`config.mk`:
```
export PLATFORM = sky130hd
export DESIGN_NAME = chain_spi_master
export DESIGN_NICKNAME = d
export VERILOG_FILES = /design/src/rtl/chain_spi_pkg.sv /design/src/rtl/chain_spi_tick.sv /design/src/rtl/chain_spi_shreg.sv /design/src/rtl/chain_spi_master.sv
export SDC_FILE = /design/constraint.sdc
export NUM_CORES = 1
export LEC_CHECK = 0
export BUFFER_PORTS_ARGS = -buffer_cell sky130_fd_sc_hd__buf_2
export CAP_MARGIN = 20
export CORE_AREA = 2 2 158 160
export CTS_CLUSTER_DIAMETER = 200
export DETAILED_ROUTE_END_ITERATION = 16
export DIE_AREA = 0 0 160 162
export GPL_TIMING_DRIVEN = 0
export PLACE_DENSITY = 0.75
export SETUP_SLACK_MARGIN = 0.05
export SYNTH_ARGS = -nofsm -noshare
export SYNTH_HDL_FRONTEND = slang
export SYNTH_SLANG_ARGS = --single-unit
```
`constraint.sdc`:
```
create_clock -name clk -period 4.3 [get_ports clk]
set_input_delay 0.215 -clock clk [delete_from_list [all_inputs] [get_ports clk]]
set_output_delay 0.215 -clock clk [all_outputs]
set_load 0.03 [all_outputs]
```
`src/rtl/chain_spi_pkg.sv`:
```
package chain_spi_pkg;
  typedef enum logic [1:0] {
    ST_IDLE  = 2'd0,
    ST_LEAD  = 2'd1,
    ST_SHIFT = 2'd2,
    ST_TAIL  = 2'd3
  } chain_state_e;
endpackage

```
`src/rtl/chain_spi_tick.sv`:
```
module chain_spi_tick #(
  parameter int HALF = 2
) (
  input  logic clk,
  input  logic rst_n,
  input  logic run,
  input  logic clear,
  output logic tick
);
  localparam int CW = (HALF > 1) ? $clog2(HALF) : 1;
  localparam logic [CW-1:0] TOP = CW'(HALF - 1);

  logic [CW-1:0] cnt_q, cnt_d;

  assign tick = run && (cnt_q == TOP);

  always_comb begin
    cnt_d = cnt_q;
    if (clear)      cnt_d = '0;
    else if (tick)  cnt_d = '0;
    else if (run)   cnt_d = cnt_q + 1'b1;
  end

  always_ff @(posedge clk or negedge rst_n) begin
    if (!rst_n) cnt_q <= '0;
    else        cnt_q <= cnt_d;
  end

  assert_tick_range_R6: assert property (@(posedge clk) disable iff (!rst_n)
    cnt_q <= TOP);
endmodule

```
`src/rtl/chain_spi_shreg.sv`:
```
module chain_spi_shreg #(
  parameter int WIDTH = 16
) (
  input  logic             clk,
  input  logic             rst_n,
  input  logic             load,
  input  logic [WIDTH-1:0] load_val,
  input  logic             sample,
  input  logic             shift,
  input  logic             sdi,
  output logic [WIDTH-1:0] data,
  output logic             sdo
);
  logic [WIDTH-1:0] sr_q, sr_d;
  logic             bit_q, bit_d;

  always_comb begin
    sr_d  = sr_q;
    bit_d = bit_q;
    if (load)       sr_d = load_val;
    else if (shift) sr_d = {sr_q[WIDTH-2:0], bit_q};
    if (sample)     bit_d = sdi;
  end

  always_ff @(posedge clk or negedge rst_n) begin
    if (!rst_n) begin
      sr_q  <= '0;
      bit_q <= 1'b0;
    end else begin
      sr_q  <= sr_d;
      bit_q <= bit_d;
    end
  end

  assign data = sr_q;
  assign sdo  = sr_q[WIDTH-1];

  assert_no_load_shift_R2: assert property (@(posedge clk) disable iff (!rst_n)
    !(load && (shift || sample)));
endmodule

```
`src/rtl/chain_spi_master.sv`:
```
module chain_spi_master
  import chain_spi_pkg::*;
#(
  parameter int NUM_DEV  = 12,
  parameter int WORD_W   = 16,
  parameter int CLK_DIV  = 4,
  parameter bit CHECK_EN = 1'b1
) (
  input  logic                      clk,
  input  logic                      rst_n,
  input  logic                      start,
  input  logic [NUM_DEV*WORD_W-1:0] tx_words,
  input  logic [WORD_W-1:0]         check_word,
  output logic                      busy,
  output logic                      done,
  output logic [NUM_DEV*WORD_W-1:0] rx_words,
  output logic                      check_err,
  output logic                      sck,
  output logic                      cs_n,
  output logic                      mosi,
  input  logic                      miso
);
  localparam int HALF        = CLK_DIV / 2;
  localparam int DEV_BITS    = NUM_DEV * WORD_W;
  localparam int FRAME_WORDS = NUM_DEV + (CHECK_EN ? 1 : 0);
  localparam int FRAME_BITS  = FRAME_WORDS * WORD_W;
  localparam int CNT_W       = $clog2(FRAME_BITS + 1);
  localparam logic [CNT_W-1:0] LAST_BIT = CNT_W'(FRAME_BITS - 1);

  chain_state_e      state_q, state_d;
  logic              sck_q, sck_d;
  logic              cs_n_q, cs_n_d;
  logic              done_q, done_d;
  logic [CNT_W-1:0]  bits_q, bits_d;
  logic              load, sample, shift, finish, tick;
  logic [FRAME_BITS-1:0] frame_val, frame_data;

  chain_spi_tick #(.HALF(HALF)) u_tick (
    .clk   (clk),
    .rst_n (rst_n),
    .run   (state_q != ST_IDLE),
    .clear (load),
    .tick  (tick)
  );

  chain_spi_shreg #(.WIDTH(FRAME_BITS)) u_shreg (
    .clk      (clk),
    .rst_n    (rst_n),
    .load     (load),
    .load_val (frame_val),
    .sample   (sample),
    .shift    (shift),
    .sdi      (miso),
    .data     (frame_data),
    .sdo      (mosi)
  );

  always_comb begin
    state_d = state_q;
    sck_d   = sck_q;
    cs_n_d  = cs_n_q;
    done_d  = 1'b0;
    bits_d  = bits_q;
    load    = 1'b0;
    sample  = 1'b0;
    shift   = 1'b0;
    finish  = 1'b0;
    unique case (state_q)
      ST_IDLE: if (start) begin
        state_d = ST_LEAD;
        cs_n_d  = 1'b0;
        bits_d  = '0;
        load    = 1'b1;
      end
      ST_LEAD: if (tick) begin
        state_d = ST_SHIFT;
        sck_d   = 1'b1;
        sample  = 1'b1;
      end
      ST_SHIFT: if (tick) begin
        if (sck_q) begin
          sck_d  = 1'b0;
          shift  = 1'b1;
          bits_d = bits_q + 1'b1;
          if (bits_q == LAST_BIT) state_d = ST_TAIL;
        end else begin
          sck_d  = 1'b1;
          sample = 1'b1;
        end
      end
      ST_TAIL: if (tick) begin
        state_d = ST_IDLE;
        cs_n_d  = 1'b1;
        done_d  = 1'b1;
        finish  = 1'b1;
      end
      default: state_d = ST_IDLE;
    endcase
  end

  always_ff @(posedge clk or negedge rst_n) begin
    if (!rst_n) begin
      state_q <= ST_IDLE;
      sck_q   <= 1'b0;
      cs_n_q  <= 1'b1;
      done_q  <= 1'b0;
      bits_q  <= '0;
    end else begin
      state_q <= state_d;
      sck_q   <= sck_d;
      cs_n_q  <= cs_n_d;
      done_q  <= done_d;
      bits_q  <= bits_d;
    end
  end

  generate
    if (CHECK_EN) begin : g_check
      logic [WORD_W-1:0] chk_q;
      logic              err_q;
      assign frame_val = {check_word, tx_words};
      always_ff @(posedge clk or negedge rst_n) begin
        if (!rst_n) begin
          chk_q <= '0;
          err_q <= 1'b0;
        end else begin
          if (load) chk_q <= check_word;
          if (load)        err_q <= 1'b0;
          else if (finish) err_q <= (frame_data[WORD_W-1:0] != chk_q);
        end
      end
      assign check_err = err_q;
    end else begin : g_nocheck
      assign frame_val = tx_words;
      assign check_err = 1'b0;
    end
  endgenerate

  assign rx_words = frame_data[FRAME_BITS-1 -: DEV_BITS];
  assign busy     = (state_q != ST_IDLE);
  assign done     = done_q;
  assign sck      = sck_q;
  assign cs_n     = cs_n_q;

  assert_cs_busy_R1: assert property (@(posedge clk) disable iff (!rst_n)
    busy != cs_n);
  assert_sck_idle_R3: assert property (@(posedge clk) disable iff (!rst_n)
    cs_n |-> !sck);
  assert_mosi_hold_R3: assert property (@(posedge clk) disable iff (!rst_n)
    sck |-> $stable(mosi));
  assert_bit_count_R2: assert property (@(posedge clk) disable iff (!rst_n)
    bits_q <= CNT_W'(FRAME_BITS));
  assert_done_pulse_R7: assert property (@(posedge clk) disable iff (!rst_n)
    done |=> !done);
  assert_done_cs_R7: assert property (@(posedge clk) disable iff (!rst_n)
    done |-> (cs_n && !busy));
endmodule

```
==> results of run 1 <==
-- kinds of logic (layout without fill, tap and decap cells) --
kind of cell / Yosys count / in the layout / synth area share
AO/OA/AOI/OAI: 226 / 226 / 0.139
XOR/XNOR: 18 / 18 / 0.0135
adder cells (fa/ha/maj): 6 / 6 / 0.00641
buffers and inverters: 271 / 944 / 0.153
flip-flops: 240 / 240 / 0.513
multiplexers: 21 / 21 / 0.0181
other: 0 / 3 / 0
AND/OR/NAND/NOR: 474 / 474 / 0.158
-- registers in the layout, indices dropped and copies added, names as in the netlist --
signal / cells
u_tick.cnt_q: 1
bits_q: 8
sck: 1
done: 1
state_q: 2
check_err: 1
u_shreg.bit_q: 1
g_check.chk_q: 16
cs_n: 1
u_shreg.data: 208
-- power groups by stage --
stage          combinational (mW)  sequential, mW  clock (mW)
6_report                     6.95            4.27        2.45
2_1_floorplan                5.02            4.01           0
4_1_cts                      6.82            4.22        2.47
3_3_place_gp                 6.53            4.20           0
3_5_place_dp                 6.64            4.24           0
5_1_grt                      7.49            4.39        2.58
-- synthesized netlist by cell type, types with 8 or more instances --
cell type    n
nand2_1    444
a21oi_1      8
mux2i_1     19
a22oi_1    189
o21ai_0     17
dfrtp_1    239
nor2_1      10
buf_4      193
xnor2_1     18
clkbuf_1    25
buf_1        8
buf_2       40
-- timing repair --
item / in CTS / in global routing
hold buffers: 210 / 0
endpoints found under the hold margin: 276 / 0
buffers inserted: 0 / 0
-- tightest hold or removal path, cell delays in order --
cell	delay (ns)
buf_2	0.11
nor2b_1	0.06
nand2_1	0.06
o21ai_0	0.06
-- routing by layer --
layer,GRT usage,wire [um]
met5,0,0
met4,0.146,1910
met3,0.0554,2830
met2,0.508,19600
met1,0.357,15100
-- area by class of cell --
| cell class | count | area share |
|---|---|---|
| Clock buffer | 41 | 0.0497 |
| Antenna cell | 3 | 0.000433 |
| Sequential cell | 240 | 0.347 |
| Timing Repair Buffer | 621 | 0.243 |
| Buffer | 266 | 0.102 |
| Multi-Input combinational cell | 745 | 0.226 |
| Inverter | 5 | 0.00108 |
| Clock inverter | 11 | 0.00636 |
| Tap cell | 324 | 0.0234 |
-- stage by stage --
step	util	power [mW]	instance area, um^2	setup TNS (ns)	worst slack [ns]
3_5_place_dp	0.591	10.9	14200	0	1.81
3_3_place_gp	0.588	10.7	14200	-296.79	-1.27
6_report	0.718	13.7	17300	0	1.76
4_1_cts	0.718	13.5	17300	0	1.77
2_1_floorplan	-	9.03	11700	0	2.50
5_1_grt	0.718	14.5	17300	0	1.56
-- path summary, 6_finish.rpt --
| kind | from | to | slack (ns) | depth (start not counted) |
|---|---|---|---|---|
| min in group asynchronous | rst_n | u_shreg.data[198] | 0.17 | 2 |
| worst min-delay path | start | u_tick.cnt_q | 0.03 | 4 |
| worst min register to register | cs_n | cs_n | 0.46 | 2 |
| worst max-delay path | state_q[0] | u_shreg.data[123] | 1.76 | 8 |
| max in group asynchronous | rst_n | u_shreg.data[71] | 3.23 | 3 |
| worst max register to register | state_q[0] | u_shreg.data[123] | 1.76 | 8 |
==> summary.md, run 1 <==
| Metric | Value |
|---|---|
| Status | completed |
| EDFF count, synth | 0 |
| Comb power frac | 0.508 |
| Post-CTS Resized | 0 |
| Fin crit share | 0.591 |
| Violation count after the first detailed-route iteration | 1111 |
| Dominant synthesized flop cell | dfrtp_1 |
| Row count | 57 |
| Die X | 160 um |
| Fill cell count | 1683 |
| TritonRoute pass-1 iters | 5 |
| Yosys top cell by area | dfrtp_1 |
| Clk buf depth | 3 |
| Startpoint types | flip-flop |
| Area of the die | 0.0259 mm^2 |
| Core Area | 0.0241 mm^2 |
| Synth top area cells | dfrtp_1 51%, nand2_1 14%, buf_4 12% |
| Peak supply drop | 0.547 mV |
| Routability cong. | between 0.8 and 0.9 |
| CP Capture Type | flip-flop |
| Cell area after synthesis | 0.0117 mm^2 |
| Worst-path cell chain | inv_1 > ha_1 > and4b_1 > clkbuf_1 > clkbuf_1 > buf_2 > a22oi_1 > nand2_1 |
| Hold WS | roughly 0.027 ns |
| Worst path top cell family by delay | buffers and inverters |
| Leak Pwr | 9.33 nW |
| CTS Root Cell | clkbuf_16 |
| Ys async rst share | 1.00 |
| Worst slew pin tran | approximately 0.75 ns |
| GR Overflow Total | 0 |
| Max Clk Rate | 0.394 GHz |
| Clk slew on worst S/H paths | ~0.06 ns |
| Internal power | about 7.6 mW |
| Sw Ratio | 0.447 |
| Crit Path Category | flip-flop to flip-flop |
| WP buf/inv | 4 |
| Critical path's slowest cell | clkbuf_1 |
| Syn Inst Count | roughly 1300 |
| Final Hold Fails | 0 |
| Clk sinks | 240 |
| CP required | around 4.8 ns |
| Initial antenna violation count | 2 |
| Total number of vias | ~12000 |
| Avg Cell Area, Syn | 9.33 um^2 |
| Vias in the first global route | 11961 |
| # IOs | 410 |
| Clk network pwr share | 0.179 |
| Dpl cells | 1991 |
| Non-filler cells, final | 2256 |
| Layout cell share with drive strength beyond 1 | 0.362 |
| Register area share after synthesis | 0.513 |
| Fin. max-slew vios | 0 |
| Global-route wire length before repair | slightly above 60000 um |
| Die H | 162 um |
| Commonest non-fill, non-tap cell in the layout | buf_2 |
| P_sw | 6.10 mW |
| Max-cap viol count | 0 |
| Hold WC Path Type | input pin to flip-flop |
| Distinct cell type count after synthesis | 35 |
| Area Growth Syn to Fin | 47.8% |
| Skew final | 0.0151 ns |
| Final ANT Viol Nets | 0 |
| Flops & latches, synth | 240 |
| Clock latency on the worst-skew pair | around 0.53 ns |
| Area occupied by multi-input gates | 0.00392 mm^2 |
| Most frequent cells in the layout | 448 x buf_2, 444 x nand2_1, 239 x dfrtp_1 |
| Port buffer count | just over 400 |
| Largest net degree at the start of global routing | 111 |
| Crit path max fanout | 10 |
| Final Setup Violations | 0 |
| HPWL after DPL | about 25000 um |
| Routed WL | 39400 um |
| RSZ-0062 raised after global routing | no |
| GRT Resource Usage Total | 0.294 |
| Minimum clock period | 2.54 ns |
| Via density | around 5.2 |
| H-tree depth | 1 |
| Max-slew headroom | 0.503 |
| CP dominant cell by count | clkbuf_1 |
| Register area | around 0.006 mm^2 |
| WL/cell | 17.4 um |
| # DRC | 0 |
| Pwr/cell area | 789 mW/mm^2 |
| Layout Nets | 2125 |
| Yosys warns | 0 |
| CTS tree | done |
| Num CTS Buffers | 28 |
| Critical path's largest stage delay | 0.60 ns |
| Top-area cell type share of the netlist area | 0.510 |
| Net Count, Synth | 1474 |
| Data arrival time of the critical path | about 3.0 ns |
| Starting Density | 0.486 |
| Seq pwr share | 0.313 |
(Power assumes the default switching activity.)
==> run 2, diff against run 1 <==
--- a/config.mk
+++ b/config.mk
@@ -7,12 +7,12 @@
 export LEC_CHECK = 0
 export BUFFER_PORTS_ARGS = -buffer_cell sky130_fd_sc_hd__buf_2
 export CAP_MARGIN = 20
-export CORE_AREA = 2 2 158 160
+export CORE_AREA = 2 2 160 162
 export CTS_CLUSTER_DIAMETER = 200
 export DETAILED_ROUTE_END_ITERATION = 16
-export DIE_AREA = 0 0 160 162
+export DIE_AREA = 0 0 162 164
 export GPL_TIMING_DRIVEN = 0
-export PLACE_DENSITY = 0.75
+export PLACE_DENSITY = 0.73
 export SETUP_SLACK_MARGIN = 0.05
 export SYNTH_ARGS = -nofsm -noshare
 export SYNTH_HDL_FRONTEND = slang
==> constraint.sdc (replaced) <==
create_clock -name clk -period 2.5 [get_ports clk]
set_input_delay 0.125 -clock clk [delete_from_list [all_inputs] [get_ports clk]]
set_output_delay 0.125 -clock clk [all_outputs]
set_load 0.03 [all_outputs]
==> run 2 against run 1 <==
Global-route usage decreased by 1.2 points. Fmax up 8.8%. Clock skew increased by 0.0018 ns. Non-clock buffer count grew 1. Sequential power up 72%. Critical path type unchanged. Critical endpoint is now u_shreg.data[190]. Largest cell class is now buffers.
==> summary.md, run 2 (synthesis gave the netlist of run 1 again) <==
| Metric | Value |
|---|---|
| Skew final | 0.0169 ns (was 0.0151 ns) |
| Global-route wire length before repair | 60000 um (was 61700 um) |
| Fin crit share | 0.934 (was 0.591) |
| Dpl ws | -0.0110 ns (was 1.81 ns) |
| Hold WC Path Type | input pin to async pin (was input pin to flip-flop) |
| Critical R2R Launch | state_q[0] (unchanged) |
| HPWL after DPL | 25100 um (was 24900 um) |
| Crit Reg-Reg Endpoint | u_shreg.data[190] (was u_shreg.data[123]) |
| Initial antenna violation count | 0 (was 2) |
| Layout cell share with drive strength beyond 1 | 0.365 (was 0.362) |
| Starting Density | 0.472 (was 0.486) |
| Vias in the first global route | 11662 (was 11961) |
| Core Area | 0.0248 mm^2 (was 0.0241 mm^2) |
| Via density | 5.13 (was 5.23) |
| Crit Path Category | flip-flop to flip-flop (unchanged) |
| Area of the die | 0.0266 mm^2 (was 0.0259 mm^2) |
| TritonRoute pass-1 iters | 7 (was 5) |
| Cell area after layout | 0.0173 mm^2 (about the same) |
| Max FFs per register | 208 (unchanged) |
| Dpl cells | 1997 (was 1991) |
| Violation count after the first detailed-route iteration | 1147 (was 1111) |
| WP buf/inv | 4 (unchanged) |
| Die X | 162 um (was 160 um) |
| Worst setup margin | 0.164 ns (was 1.76 ns) |
| Flop2flop setup slack | 0.16 ns (was 1.76 ns) |
| # IOs | 410 (unchanged) |
| Tot Pwr | 23.4 mW (was 13.7 mW) |
| Layout Nets | 2124 (was 2125) |
| Placed inst area | 0.0142 mm^2 (about the same) |
| Critical path's largest stage delay | 0.42 ns (was 0.60 ns) |
| H-tree depth | 1 (unchanged) |
| Clk sinks | 240 (unchanged) |
| Commonest non-fill, non-tap cell in the layout | buf_2 (unchanged) |
| CTS tree | done (unchanged) |
| Area Growth Syn to Fin | 47.6% (was 47.8%) |
| CTS Root Cell | clkbuf_16 (unchanged) |
| Num CTS Buffers | 26 (was 28) |
| Fill cell count | 1816 (was 1683) |
| Die H | 164 um (was 162 um) |
| Largest net degree at the start of global routing | 88 (was 111) |
| Routability cong. | 0.864 (was 0.900) |
| Max-cap viol count | 0 (unchanged) |
| CP Capture Type | flip-flop (unchanged) |
| Setup crit end | u_shreg.data[190] (was u_shreg.data[123]) |
| Non-filler cells, final | 2253 (was 2256) |
| Routed WL | 38900 um (was 39400 um) |
| Final Setup Violations | 0 (unchanged) |
| Max-slew headroom | 0.599 (was 0.503) |
| Port buffer count | 409 (unchanged) |
| Most frequent cells in the layout | 448 x buf_2, 444 x nand2_1, 239 x dfrtp_1 (unchanged) |
| Clk slew on worst S/H paths | 0.06 ns (about the same) |
| CP required | 2.96 ns (was 4.76 ns) |
| Row count | 58 (was 57) |
| Worst path top cell family by delay | buffers and inverters (unchanged) |
| GRT Resource Usage Total | 0.282 (was 0.294) |
| Hold WS | 0.148 ns (was 0.0273 ns) |
| Startpoint types | flip-flop (unchanged) |
| # DRC | 0 (unchanged) |
| Critical path's slowest cell | buf_1 (was clkbuf_1) |
| Final Hold Fails | 0 (unchanged) |
| Total number of vias | 11565 (was 11788) |
| Peak supply drop | 0.793 mV (was 0.547 mV) |
| FF-to-FF path depth | 8 (unchanged) |
| Data arrival time of the critical path | 2.79 ns (was 3.00 ns) |
| Fin. max-slew vios | 0 (unchanged) |
| RSZ-0062 raised after global routing | yes (was no) |
| Worst path depth | 8 (unchanged) |
| GR Overflow Total | 0 (unchanged) |
| Pwr/cell area | 1350 mW/mm^2 (was 789 mW/mm^2) |
| Worst-path cell chain | inv_1 > ha_1 > and4b_1 > clkbuf_1 > buf_2 > buf_1 > a22oi_1 > nand2_1 (was inv_1 > ha_1 > and4b_1 > clkbuf_1 > clkbuf_1 > buf_2 > a22oi_1 > nand2_1) |
| Clk buf depth | 3 (unchanged) |
| Worst Setup SP | state_q[0] (unchanged) |
| Max Clk Rate | 0.428 GHz (was 0.394 GHz) |
| Clock latency on the worst-skew pair | 0.53 ns (about the same) |
| Crit path max fanout | 10 (unchanged) |
| WL/cell | 17.2 um (was 17.4 um) |
| Status | completed (unchanged) |
| Worst slew pin tran | 0.602 ns (was 0.746 ns) |
| Final ANT Viol Nets | 0 (unchanged) |
| Minimum clock period | 2.34 ns (was 2.54 ns) |
| Leak Pwr | 9.34 nW (was 9.33 nW) |
| Ant diodes | 0 (was 3) |
==> run 2: cell types whose count changed in the layout (fill, tap and decap cells not counted), sizes merged <==
cell / change
buf: -2
bufinv: +2
clkbuf: -2
clkinv: -4
clkinvlp: -1
diode: -3
dlygate4sd3: +1
==> run 2: repair_timing <==
action	CTS	global route
hold buffers	211	0
resized for setup	1	14
setup endpoints to repair	100	37
buffers inserted	0	0
hold endpoints to repair	300	0
==> run 2: worst min path at each step <==
stage	start	end	slack (ns)	depth (start not counted)
floorplan	rst_n	bits_q[0]	-0.17	0
global placement	check_word[1]	g_check.chk_q[1]	0.35	3
detailed placement	rst_n	u_shreg.data[198]	0.13	1
CTS	rst_n	u_shreg.data[198]	0.17	2
global route	rst_n	u_shreg.data[198]	0.20	2
finish	rst_n	u_shreg.data[198]	0.15	2
==> run 2: final cells by class <==
| class | instances | area (um^2) | area share |
|---|---|---|---|
| multi-input cells | 745 | 3920 | 0.227 |
| plain buffers | 266 | 1780 | 0.103 |
| repair buffers | 622 | 4220 | 0.244 |
| inverters | 5 | 18.8 | 0.00108 |
| flip-flops and latches | 240 | 6010 | 0.347 |
| clock inverters | 8 | 143 | 0.00824 |
| clock buffers | 37 | 793 | 0.0458 |
| well taps | 330 | 413 | 0.0239 |
==> run 2: stage by stage <==
stage,utilization,setup TNS [ns]
after floorplan,-,0
after global placement,0.571,-719.49
after detailed placement,0.574,-0.0285
after CTS,0.697,0
after global routing,0.697,0
final,0.697,0
==> run 2: metal layers <==
layer,GRT usage,vias up,wire (um)
met2,0.484,587,19200
met3,0.0409,140,2440
met1,0.355,5512,15300
met5,0,-,0
met4,0.127,0,1910
li1,-,5326,-
==> run 2: where the power goes <==
group	total, mW	leakage (nW)	internal, mW	switching (mW)
logic	11.9	5.88	4.72	7.20
registers	7.33	3.00	5.71	1.62
clock network	4.17	0.461	2.60	1.57
==> run 2: worst register-to-register path, stage by stage (launching register included) <==
cell and delay (ns):
dfrtp_1 0.39, inv_1 0.10, ha_1 0.30, and4b_1 0.27, clkbuf_1 0.21, buf_2 0.32, buf_1 0.43, a22oi_1 0.14
nand2_1 0.11
==> run 3, diff against run 2 <==
--- a/config.mk
+++ b/config.mk
@@ -7,12 +7,12 @@
 export LEC_CHECK = 0
 export BUFFER_PORTS_ARGS = -buffer_cell sky130_fd_sc_hd__buf_2
 export CAP_MARGIN = 20
-export CORE_AREA = 2 2 160 162
+export CORE_MARGIN = 2
+export CORE_UTILIZATION = 45
 export CTS_CLUSTER_DIAMETER = 200
 export DETAILED_ROUTE_END_ITERATION = 16
-export DIE_AREA = 0 0 162 164
 export GPL_TIMING_DRIVEN = 0
-export PLACE_DENSITY = 0.73
+export PLACE_DENSITY = 0.7
 export SETUP_SLACK_MARGIN = 0.05
 export SYNTH_ARGS = -nofsm -noshare
 export SYNTH_HDL_FRONTEND = slang
==> run 3 against run 2 <==
Register-to-register slack gained 0.11 ns. Non-clock buffer count is the same. Sequential cell count is the same. Count of clock-buffer cells in the layout is the same. Global-route usage shrank 1.7 points. Total power shrank 0.73%. Worst hold slack lost 0.086 ns. Wire length shrank 1.4%. Cell area is essentially flat. Clock skew shrank 0.0098 ns. Fmax grew 4.9%. Clock power shrank 2%. Critical path type unchanged. Highest routed layer unchanged.
==> summary.md, run 3 (synthesis gave the netlist of run 1 again) <==
| Metric | Value |
|---|---|
| Max FFs per register | 208 (unchanged) |
| Startpoint types | flip-flop (unchanged) |
| FF-to-FF path depth | 8 (unchanged) |
| Global-route wire length before repair | 57300 um (was 60000 um) |
| Num CTS Buffers | 27 (was 26) |
| Non-filler cells, final | 2264 (was 2253) |
| Crit Path Category | flip-flop to flip-flop (unchanged) |
| Register area | 0.00601 mm^2 (unchanged) |
| Postcts setup bufs | 0 (unchanged) |
| Via density | 5.10 (was 5.13) |
| CTS Root Cell | clkbuf_16 (unchanged) |
| Worst-path cell chain | inv_1 > ha_2 > and4b_1 > clkbuf_1 > buf_2 > clkbuf_1 > a22oi_1 > nand2_1 (was inv_1 > ha_1 > and4b_1 > clkbuf_1 > buf_2 > buf_1 > a22oi_1 > nand2_1) |
| Final setup TNS | 0 ns (unchanged) |
| Starting Density | 0.454 (was 0.472) |
| Die H | 165 um (was 164 um) |
| Max Clk Rate | 0.449 GHz (was 0.428 GHz) |
| # IOs | 410 (unchanged) |
| Initial antenna violation count | 1 (was 0) |
| Violation count after the first detailed-route iteration | 922 (was 1147) |
| Crit Reg-Reg Endpoint | u_shreg.data[23] (was u_shreg.data[190]) |
| Area Growth Syn to Fin | 47.6% (about the same) |
| Fin crit share | 0.890 (was 0.934) |
| Commonest non-fill, non-tap cell in the layout | buf_2 (unchanged) |
| Worst Setup SP | state_q[0] (unchanged) |
| GR Overflow Total | 0 (unchanged) |
| Flop2flop setup slack | 0.27 ns (was 0.16 ns) |
| Post-layout util | 0.670 (was 0.697) |
| Layout Nets | 2125 (was 2124) |
| Tot Pwr | 23.3 mW (was 23.4 mW) |
| WP buf/inv | 4 (unchanged) |
| Routability cong. | 0.849 (was 0.864) |
| Hold WC Path Type | input pin to async pin (unchanged) |
| Dpl cells | 2002 (was 1997) |
| HPWL after DPL | 24900 um (was 25100 um) |
| Status | completed (unchanged) |
| H-tree depth | 1 (unchanged) |
| Critical path's slowest cell | clkbuf_1 (was buf_1) |
| Critical R2R Launch | state_q[0] (unchanged) |
| Clk slew on worst S/H paths | 0.06 ns (about the same) |
| CP required | 2.96 ns (about the same) |
| GRT Resource Usage Total | 0.265 (was 0.282) |
| Total number of vias | 11537 (was 11565) |
| WL/cell | 16.9 um (was 17.2 um) |
| Most frequent cells in the layout | 446 x buf_2, 444 x nand2_1, 239 x dfrtp_1 (was 448 x buf_2, 444 x nand2_1, 239 x dfrtp_1) |
| Leak Pwr | 9.33 nW (was 9.34 nW) |
| Vias in the first global route | 11265 (was 11662) |
| Skew final | 0.00711 ns (was 0.0169 ns) |
| Clk sinks | 240 (unchanged) |
| Worst path depth | 8 (unchanged) |
| Peak supply drop | 0.976 mV (was 0.793 mV) |
| Fill cell count | 1930 (was 1816) |
| Die X | 165 um (was 162 um) |
| Clock latency on the worst-skew pair | 0.52 ns (was 0.53 ns) |
| Final Hold Fails | 0 (unchanged) |
| Crit path max fanout | 10 (unchanged) |
| TritonRoute pass-1 iters | 6 (was 7) |
| Core Area | 0.0258 mm^2 (was 0.0248 mm^2) |
| Max-cap viol count | 0 (unchanged) |
| Row count | 59 (was 58) |
| Pwr/cell area | 1340 mW/mm^2 (was 1350 mW/mm^2) |
| Area of the die | 0.0274 mm^2 (was 0.0266 mm^2) |
| CP dominant cell by count | clkbuf_1 |
| Area occupied by multi-input gates | 0.00392 mm^2 (about the same) |
| Largest net degree at the start of global routing | 111 (was 88) |
| Fin. max-slew vios | 0 (unchanged) |
| Clk buf depth | 3 (unchanged) |
| Data arrival time of the critical path | 2.68 ns (was 2.79 ns) |
| RSZ-0062 raised after global routing | no (was yes) |
| Worst slew pin tran | 0.602 ns (about the same) |
| CP Capture Type | flip-flop (unchanged) |
| Final ANT Viol Nets | 0 (unchanged) |
| Minimum clock period | 2.23 ns (was 2.34 ns) |
| Hold WS | 0.0615 ns (was 0.148 ns) |
| Worst path top cell family by delay | buffers and inverters (unchanged) |
| Port buffer count | 409 (unchanged) |
| Setup crit end | u_shreg.data[23] (was u_shreg.data[190]) |
| CTS tree | done (unchanged) |
| Final Setup Violations | 0 (unchanged) |
| Layout cell share with drive strength beyond 1 | 0.364 (was 0.365) |
| Routed WL | 38300 um (was 38900 um) |
| Max-slew headroom | 0.598 (was 0.599) |
| # DRC | 0 (unchanged) |
| Critical path's largest stage delay | 0.45 ns (was 0.42 ns) |
run 3: cell type report:
type	count	share of cell area
clock inverters	9	0.00694
repair buffers	622	0.244
multi-input cells	745	0.227
plain buffers	266	0.103
diodes	5	0.000723
inverters	5	0.00108
flip-flops and latches	240	0.347
clock buffers	37	0.0458
well taps	335	0.0242
run 3: routing by layer:
| metal | vias up | wire length (um) | global-route usage |
|---|---|---|---|
| li1 | 5339 | - | - |
| met1 | 5573 | 15200 | 0.325 |
| met2 | 513 | 18800 | 0.455 |
| met3 | 112 | 2620 | 0.0507 |
| met4 | 0 | 1690 | 0.117 |
| met5 | - | 0 | 0 |
run 3: report_power, final:
part,internal (mW),leakage [nW],switching [mW]
Combinational,4.73,5.87,7.14
Sequential,5.71,3.00,1.61
Clock,2.50,0.458,1.57
run 3: how the worst min path moves through the flow:
| stage | end | startpoint | cells after the start |
|---|---|---|---|
| after floorplan | bits_q[0] | rst_n | 0 |
| after global placement | g_check.chk_q[14] | check_word[14] | 3 |
| after detailed placement | u_shreg.data[85] | rst_n | 1 |
| after CTS | u_shreg.data[85] | rst_n | 2 |
| after global routing | u_shreg.data[85] | rst_n | 2 |
| final | u_shreg.data[85] | rst_n | 2 |
run 3: repair_timing:
action                                  CTS  global route
gates cloned                              0             0
resized for setup                         2             8
hold buffers                            211             0
endpoints found under the setup margin   95           148
endpoints found under the hold margin   467             0
run 3: stage by stage:
stage	setup slack (ns)	area (um^2)
6_report	0.274	17300
5_1_grt	0.0668	17300
4_1_cts	0.0603	17300
3_5_place_dp	0.0261	14300
3_3_place_gp	-3.10	14200
2_1_floorplan	0.698	11700
